--- src/rtl/baud_pkg.sv ---
package baud_pkg;
  localparam int INT_W  = 16;
  localparam int FRAC_W = 6;
  localparam int CNT_W  = INT_W + 1;

  typedef struct packed {
    logic [INT_W-1:0]  ip;
    logic [FRAC_W-1:0] fp;
  } div_t;
endpackage

--- src/rtl/baud_stage.sv ---
module baud_stage
  import baud_pkg::*;
(
  input  logic             clk,
  input  logic             rst_n,
  input  logic             int_wr,
  input  logic             frac_wr,
  input  logic             lcr_wr,
  input  logic [INT_W-1:0] wr_data,
  input  logic             char_bnd,
  output div_t             work,
  output logic             apply
);
  div_t hold_q, pend_q, work_q;
  logic pend_vld_q;

  assign apply = pend_vld_q & char_bnd;
  assign work  = work_q;

  always_ff @(posedge clk or negedge rst_n) begin
    if (!rst_n) begin
      hold_q     <= '0;
      pend_q     <= '0;
      work_q     <= '0;
      pend_vld_q <= 1'b0;
    end else begin
      if (int_wr)  hold_q.ip <= wr_data;
      if (frac_wr) hold_q.fp <= wr_data[FRAC_W-1:0];
      if (lcr_wr) begin
        pend_q     <= hold_q;
        pend_vld_q <= 1'b1;
      end else if (apply) begin
        pend_vld_q <= 1'b0;
      end
      if (apply) work_q <= pend_q;
    end
  end

  // working divisor moves only on an apply
  assert_work_gated_R4: assert property (@(posedge clk) disable iff (!rst_n)
    !apply |=> $stable(work_q));
  // no pending commit appears without a line-control write
  assert_pend_source_R4: assert property (@(posedge clk) disable iff (!rst_n)
    (!pend_vld_q && !lcr_wr) |=> !pend_vld_q);
  // the pending slot keeps its snapshot until the next line-control write
  assert_pend_frozen_R3: assert property (@(posedge clk) disable iff (!rst_n)
    !lcr_wr |=> $stable(pend_q));
endmodule

--- src/rtl/baud_frac_acc.sv ---
module baud_frac_acc
  import baud_pkg::*;
(
  input  logic              clk,
  input  logic              rst_n,
  input  logic [FRAC_W-1:0] frac,
  input  logic              clr,
  input  logic              step,
  output logic              ext
);
  logic [FRAC_W-1:0] acc_q;
  logic [FRAC_W:0]   sum;

  assign sum = {1'b0, acc_q} + {1'b0, frac};
  assign ext = sum[FRAC_W];

  always_ff @(posedge clk or negedge rst_n) begin
    if (!rst_n)    acc_q <= '0;
    else if (clr)  acc_q <= '0;
    else if (step) acc_q <= sum[FRAC_W-1:0];
  end

  // an apply leaves the accumulator at zero
  assert_acc_clear_R9: assert property (@(posedge clk) disable iff (!rst_n)
    clr |=> (acc_q == '0));
  // the accumulator only moves at a period end
  assert_acc_hold_R6: assert property (@(posedge clk) disable iff (!rst_n)
    (!clr && !step) |=> $stable(acc_q));
endmodule

--- src/rtl/baud_period_cnt.sv ---
module baud_period_cnt
  import baud_pkg::*;
(
  input  logic             clk,
  input  logic             rst_n,
  input  logic [INT_W-1:0] ip,
  input  logic             ext,
  input  logic             restart,
  output logic             last,
  output logic             tick
);
  logic [CNT_W-1:0] cnt_q;
  logic [CNT_W-1:0] limit;
  logic             run;
  logic             tick_q;

  assign run   = (ip != '0);
  assign limit = {1'b0, ip} + CNT_W'(ext) - CNT_W'(1);
  assign last  = run && (cnt_q == limit);
  assign tick  = tick_q;

  always_ff @(posedge clk or negedge rst_n) begin
    if (!rst_n) begin
      cnt_q  <= '0;
      tick_q <= 1'b0;
    end else begin
      tick_q <= last;
      if (restart || !run || last) cnt_q <= '0;
      else                         cnt_q <= cnt_q + CNT_W'(1);
    end
  end

  // the count never runs past the longest allowed period
  assert_cnt_bound_R5: assert property (@(posedge clk) disable iff (!rst_n)
    run |-> (cnt_q <= {1'b0, ip}));
  // a zero whole part yields no tick
  assert_idle_silent_R7: assert property (@(posedge clk) disable iff (!rst_n)
    !run |=> !tick_q);
  // with a period of two or more, period ends never come back to back
  assert_single_pulse_R8: assert property (@(posedge clk) disable iff (!rst_n)
    (last && !restart && ip >= INT_W'(2)) |=> !last);
endmodule

--- src/rtl/baud_tick_gen.sv ---
module baud_tick_gen
  import baud_pkg::*;
(
  input  logic        clk,
  input  logic        rst_n,
  input  logic        int_wr,
  input  logic        frac_wr,
  input  logic        lcr_wr,
  input  logic [15:0] wr_data,
  input  logic        char_bnd,
  output logic        tick
);
  div_t work;
  logic apply;
  logic ext;
  logic last;

  baud_stage u_stage (
    .clk      (clk),
    .rst_n    (rst_n),
    .int_wr   (int_wr),
    .frac_wr  (frac_wr),
    .lcr_wr   (lcr_wr),
    .wr_data  (wr_data),
    .char_bnd (char_bnd),
    .work     (work),
    .apply    (apply)
  );

  baud_frac_acc u_acc (
    .clk   (clk),
    .rst_n (rst_n),
    .frac  (work.fp),
    .clr   (apply),
    .step  (last),
    .ext   (ext)
  );

  baud_period_cnt u_cnt (
    .clk     (clk),
    .rst_n   (rst_n),
    .ip      (work.ip),
    .ext     (ext),
    .restart (apply),
    .last    (last),
    .tick    (tick)
  );
endmodule

--- config.mk ---
export PLATFORM = sky130hd
export DESIGN_NAME = baud_tick_gen
export DESIGN_NICKNAME = d
export VERILOG_FILES = /design/src/rtl/baud_pkg.sv /design/src/rtl/baud_stage.sv /design/src/rtl/baud_frac_acc.sv /design/src/rtl/baud_period_cnt.sv /design/src/rtl/baud_tick_gen.sv
export SDC_FILE = /design/constraint.sdc
export NUM_CORES = 1
export LEC_CHECK = 0
export BUFFER_PORTS_ARGS = -buffer_cell sky130_fd_sc_hd__clkbuf_2
export CAP_MARGIN = 5
export CORE_MARGIN = 2
export CORE_UTILIZATION = 55
export DETAILED_ROUTE_END_ITERATION = 8
export PLACE_DENSITY_LB_ADDON = 0.12
export SYNTH_ARGS = -nofsm -noshare
export SYNTH_HDL_FRONTEND = slang
export SYNTH_SLANG_ARGS = --single-unit
--- constraint.sdc ---
create_clock -name clk -period 4 [get_ports clk]
set_clock_uncertainty 0.05 [all_clocks]
set_input_delay 0 -clock clk [delete_from_list [all_inputs] [get_ports clk]]
set_output_delay 0 -clock clk [all_outputs]
set_load 0.005 [all_outputs]
==> flow_summary_export.csv, run 1 <==
group,metric,value,unit
layout,stdcell_area,5170,µm²
sta,setup_viol,0,
critical_path,critPathSlowestCell,"or4_4",
critical_path,start_kind,"register",
power_and_ir_drop,p_sw_frac,0.317,
critical_path,arrival,4090,ps
synthesis,avgSynthCellArea,10.8,µm²
synthesis,yosys.area_share.simple,0.169,
critical_path,required,4190,ps
power_and_ir_drop,powerDensity,421,nW/µm²
power_and_ir_drop,ir_drop,0.000324,V
power_and_ir_drop,power_switching,689,µW
sta,max_freq,256,MHz
synthesis,yosysTopAreaCellShare,0.514,
sta,finalCriticalPeriod,3900,ps
sta,maxSlewHeadroom,0.550,
drt,routed_wl,8930,µm
drt,ant_nets,0,
layout,layout-drive-gt1-share,0.258,
cts,htree_num_levels,3,
layout,final_cell_mix,"dfrtp_1 (91), nand2_1 (65), mux2_2 (44)",
die,die_height,93.8,µm
cts,cts.sinks,91,
power_and_ir_drop,p_seq_frac,0.526,
sta,worst_pin_slew,675,ps
die,pin_count,23,
sta,drv_slew,0,
cts,cts_tree,"built",
synthesis,synth_ff_type,"dfrtp_1",
drt,drc,0,
layout,final_common_cell,"dfrtp_1",
layout,fillCellCount,597,
synthesis,synth_seq_area_share,0.514,
drt,vias,3147,
cts,cts.path.max_buffers,2,
layout,nNetsFinal,489,
placement,gp_congestion,0.880,
grt,grt_max_degree,55,
synthesis,synth_top_family_by_area,"simple AND/OR/NAND/NOR gates",
drt,routedWlPerCell,15.8,µm
critical_path,critical_path.most_common_cell,"a21oi_2",
cts,clkLatencyLatePin,360,ps
synthesis,ys_ff_latch,91,
power_and_ir_drop,pwr-share-comb,0.204,
critical_path,slowest_delay,590,ps
flow_run,max_cap_violations,0,
synthesis,synthTopCellsByArea,"dfrtp_1 (51%), mux2_2 (11%), nand2_1 (5.5%), xnor2_1 (4.0%), xor2_1 (3.2%)",
grt,antenna_found_initial,0,
placement,post-dp-hpwl,5910,µm
drt,drt-initial-drc-count,268,
synthesis,synth_nets,441,
power_and_ir_drop,p_int,1480,µW
layout,antenna_cells,0,
grt,grt-ovfl-total,0,
drt,firstDrtPassIters,4,
cts,root_buffer,"clkbuf_8",
layout,final_util,0.665,
die,die_w,93.8,µm
synthesis,netlist_instances,409,
sta,rsz0062_at_grt,"yes",
cts,clkTransAtPathRegs,100,ps
placement,postPlaceCellArea,4620,µm²
critical_path,path_max_fanout,8,
die,rows,32,
synthesis,synth_compound_area_frac,0.0731,
critical_path,r2r_cells,17,
grt,track_usage,0.219,
drt,vias_per_cell,5.58,
synthesis,muxShareOfSynthArea,0.112,
sta,fin_crit_sh,0.976,
critical_path,crit_chain,"ha_2, inv_2, fa_2, inv_2, a21oi_2, o21bai_1, a21o_1, a21oi_2, ha_2, or4b_4, or3_4, a32oi_2, a21oi_2, or4_4, nor2_8, clkbuf_16, nor3_1",
die,core_region_area,7770,µm²
synthesis,async_flop_share,1.00,
layout,fin_cells,564,
grt,grt_pass1_wl,15000,µm
synthesis,synth_edf_count,0,
worst_hold_path,worstHoldPathType,"in -> async",
power_and_ir_drop,leakage,0.00229,µW
placement,dp.cells,519,
sta,finalHoldViolCount,0,
die,initial_utilization,0.571,
cts,numCtsBuffers,9,
die,die_area,8790,µm²
status,status,"finished, final reports clean",
critical_path,crit_type,"reg -> reg",
synthesis,syn_area,4430,µm²
synthesis,yosysWarnings,0,
grt,grt_pass1_vias,3059,
critical_path,crit_path_end_kind,"register",
synthesis,synth_cell_type_count,51,
layout,area_growth,16.6,%
synthesis,yosysTopAreaCell,"dfrtp_1",
synthesis,yosys.area_share.adder,0.0299,
placement,portBuffers,22,
power_and_ir_drop,clkPwrFrac,0.270,
synthesis,synthXorXnorAreaFrac,0.0711,
-- layer usage --
metal  GRT usage  part of all wire
met4      0.0688             0.015
met5           0                 0
met1       0.321              0.47
met2       0.331              0.47
met3      0.0401             0.043
-- cells in the mapped netlist (all sizes together), types with 5 or more instances --
cell type,n
clkbuf,15
xnor2,20
ha,9
inv,13
a21o,5
nor3,19
and3,5
xor2,16
mux2,44
nand3,12
nor4,7
nand4,7
nor2,10
nand2,65
o21ai,18
dfrtp,91
a21oi,12
-- what timing repair did --
| action | 4_1_cts | 5_1_grt |
|---|---|---|
| hold endpoints to repair | 76 | 0 |
| endpoints found under the setup margin | 3 | 24 |
| hold buffers | 20 | 0 |
| cloned | 0 | 1 |
| pin swaps | 1 | 11 |
| buffers inserted | 2 | 6 |
| resized for setup | 1 | 15 |
-- critical path: cells and delay by family, from the launching register on --
family / cells / cell delay (ps)
AND/OR/NAND/NOR: 5 / 1630
AO/OA/AOI/OAI: 6 / 800
adder cells (fa/ha/maj): 3 / 620
flip-flops: 1 / 400
buffers and inverters: 3 / 270
-- cell type report --
cell class | instances | area [µm²] | share of cell area
Clock buffer | 9 | 124 | 0.0240
Clock inverter | 7 | 60.1 | 0.0116
Inverter | 13 | 48.8 | 0.00945
Multi-Input combinational cell | 286 | 2080 | 0.403
Sequential cell | 91 | 2280 | 0.441
Tap cell | 102 | 128 | 0.0247
Timing Repair Buffer | 56 | 448 | 0.0867
-- flip-flops by register name (all words and copies together), names as in the netlist --
name and cells:
u_stage.pend_vld_q 1, u_stage.work 22, u_stage.hold_q 22, u_cnt.tick 1
u_stage.pend_q 22, u_acc.acc_q 6, u_cnt.cnt_q 17
-- final timing paths --
kind	start	to	slack [ps]
setup / recovery	u_stage.work[0]	u_cnt.cnt_q[2]	100
hold reg to reg	u_stage.pend_q[15]	u_stage.work[15]	420
min in group clk	int_wr	u_stage.hold_q[10]	190
max in group asynchronous	rst_n	u_stage.work[10]	2810
setup reg to reg	u_stage.work[0]	u_cnt.cnt_q[2]	100
hold / removal	rst_n	u_cnt.cnt_q[15]	170
-- cell families (layout without fill, tap and decap cells) --
family,after synthesis,count (layout)
xor+xnor,36,36
mux,44,44
fa+ha+maj,10,10
buf+inv,32,85
simple gates,144,144
flops,91,91
compound gates,52,52
-- power by group through the flow --
stage	registers, µW	clock network (µW)	logic [µW]
6_report	1140	586	444
5_1_grt	1160	641	498
4_1_cts	1140	603	413
3_5_place_dp	1160	0	391
3_3_place_gp	1150	0	380
2_1_floorplan	1120	0	316
-- per-stage QoR --
stage | TNS (ps) | power, µW | hold slack, ps | setup slack [ps]
3_5_place_dp | -13.2 | 1550 | 39.9 | -13.2
3_3_place_gp | 0 | 1530 | 33.5 | 20.3
4_1_cts | 0 | 2150 | 186 | 12.6
6_report | 0 | 2170 | 171 | 97.5
2_1_floorplan | 0 | 1430 | -346 | 218
5_1_grt | -804 | 2300 | 203 | -52.9
(Power assumes the default switching activity.)
==> inputs of run 2 (changes only) <==
BUFFER_PORTS_ARGS = default   (was -buffer_cell sky130_fd_sc_hd__clkbuf_2)
CORE_UTILIZATION = 40   (was 55)
DONT_BUFFER_PORTS = 1   (was default)
==> flow_summary_export.csv, run 2 (same netlist as run 1, synthesis figures left out) <==
group,metric,value,unit
status,status,"finished, final reports clean",
critical_path,r2r_start,"u_acc.acc_q[0]",
layout,final_common_cell,"dfrtp_1",
worst_hold_path,worstHoldPathType,"in -> async",
cts,clkLatencyLatePin,360,ps
layout,area_growth,18.1,%
critical_path,crit_type,"reg -> reg",
power_and_ir_drop,p_sw_frac,0.312,
sta,maxSlewHeadroom,0.250,
grt,grt_pass1_wl,15600,µm
flow_run,max_cap_violations,0,
power_and_ir_drop,clkPwrFrac,0.261,
sta,setup_viol,0,
grt,grt.met3_usage,0.0377,
grt,busiest_layer,"met1",
placement,portBuffers,0,
grt,grt_pass1_vias,3032,
cts,clkTransAtPathRegs,90,ps
drt,vias,3061,
grt,antenna_found_initial,0,
power_and_ir_drop,leakage,0.00226,µW
power_and_ir_drop,powerDensity,411,nW/µm²
critical_path,critPathSlowestCell,"or4_4",
grt,grtUsageMet1,0.249,
grt,grt-ovfl-total,0,
critical_path,reg2reg_setup_slack,100,ps
layout,final_cell_mix,"dfrtp_1 (91), nand2_1 (65), mux2_2 (44)",
grt,grtUsageMet2,0.248,
sta,drv_slew,0,
layout,layout-drive-gt1-share,0.213,
sta,finalHoldViolCount,0,
die,die_area,11900,µm²
layout,final_util,0.483,
cts,numCtsBuffers,9,
drt,routedWlPerCell,15.6,µm
critical_path,required,4200,ps
cts,root_buffer,"clkbuf_8",
die,die_w,109,µm
sta,finalCriticalPeriod,3900,ps
sta,worst_pin_slew,1120,ps
drt,drt-initial-drc-count,126,
drt,firstDrtPassIters,4,
cts,cts.path.max_buffers,2,
sta,rsz0062_at_grt,"yes",
layout,nNetsFinal,479,
drt,vias_per_cell,5.18,
layout,antenna_cells,0,
critical_path,crit_start,"u_acc.acc_q[0]",
critical_path,start_kind,"register",
power_and_ir_drop,p_int,1480,µW
placement,post-dp-hpwl,5990,µm
drt,ant_nets,0,
power_and_ir_drop,pwr-share-comb,0.208,
sta,fin_crit_sh,0.974,
drt,routed_wl,9240,µm
die,initial_utilization,0.409,
critical_path,crit_path_end_kind,"register",
critical_path,crit_chain,"ha_2, inv_2, fa_2, inv_2, a21oi_2, o21bai_2, a21o_1, a21oi_2, ha_2, or4b_4, or3_4, a32oi_2, a21oi_2, or4_4, nor2_8, clkbuf_16, nor3_1",
die,die_height,109,µm
die,core_region_area,10800,µm²
power_and_ir_drop,p_seq_frac,0.532,
critical_path,arrival,4090,ps
die,pin_count,23,
cts,cts_tree,"built",
grt,track_usage,0.171,
cts,cts.sinks,91,
critical_path,critical_path.most_common_cell,"a21oi_2",
drt,drc,0,
cts,htree_num_levels,3,
placement,gp_congestion,0.812,
power_and_ir_drop,power_switching,671,µW
sta,max_freq,257,MHz
power_and_ir_drop,ir_drop,0.000234,V
die,rows,38,
critical_path,slowest_delay,600,ps
grt,grt_max_degree,92,
power_and_ir_drop,p_total,2150,µW
critical_path,path_max_fanout,8,
[run 2: through the flow]
stage	hold slack [ps]	cell area [µm²]	setup WS, ps	cells	TNS [ps]
4_1_cts	189	5090	31.8	584	0
3_5_place_dp	-342	4570	-0.989	537	-0.989
5_1_grt	207	5230	-62.8	591	-827
3_3_place_gp	-341	4570	43.3	537	0
6_report	162	5230	102	591	0
2_1_floorplan	-346	4430	218	409	0
[run 2: worst paths after layout]
| check | to | depth (start not counted) |
|---|---|---|
| max in group asynchronous | u_stage.work[0] | 2 |
| min in group clk | u_stage.hold_q[21] | 2 |
| setup reg to reg | u_cnt.cnt_q[10] | 17 |
| setup / recovery | u_cnt.cnt_q[10] | 17 |
| hold reg to reg | u_stage.work[17] | 2 |
| hold / removal | u_cnt.cnt_q[0] | 2 |
[run 2: cell type report]
class                      count  area (µm²)
clock inverter                 6        50.0
timing repair buffer          46         473
clock buffer                   9         124
tap                          140         175
fill                        1023        5610
multi-input combinational    286        2080
inverter                      13        48.8
sequential                    91        2280
[run 2: worst max-delay path, delay by kind of cell, from the launching register on]
| kind | cells | cell delay (ps) |
|---|---|---|
| simple gates | 5 | 1650 |
| compound gates | 6 | 820 |
| buf+inv | 3 | 270 |
| fa+ha+maj | 3 | 600 |
| flops | 1 | 390 |
[run 2: per-layer routing]
metal  vias to the layer above  share of wire  wire length, µm
li1                       1507              -                -
met1                      1510           0.50             4620
met2                        35           0.46             4220
met3                         9          0.030              276
met4                         0          0.014              126
met5                         -              0                0
[run 2: what timing repair did]
| action | in CTS | in global routing |
|---|---|---|
| resized for setup | 1 | 15 |
| endpoints found under the setup margin | 1 | 24 |
| pin swaps | 0 | 10 |
| endpoints found under the hold margin | 136 | 0 |
| buffers inserted | 0 | 6 |
| hold buffers | 32 | 0 |
| gates cloned | 0 | 1 |
[run 2: power groups by stage]
stage | Combinational [µW] | Sequential (µW) | Clock, µW
6_report | 447 | 1140 | 561
2_1_floorplan | 316 | 1120 | 0
3_3_place_gp | 359 | 1160 | 0
3_5_place_dp | 362 | 1160 | 0
4_1_cts | 426 | 1140 | 583
5_1_grt | 500 | 1160 | 628
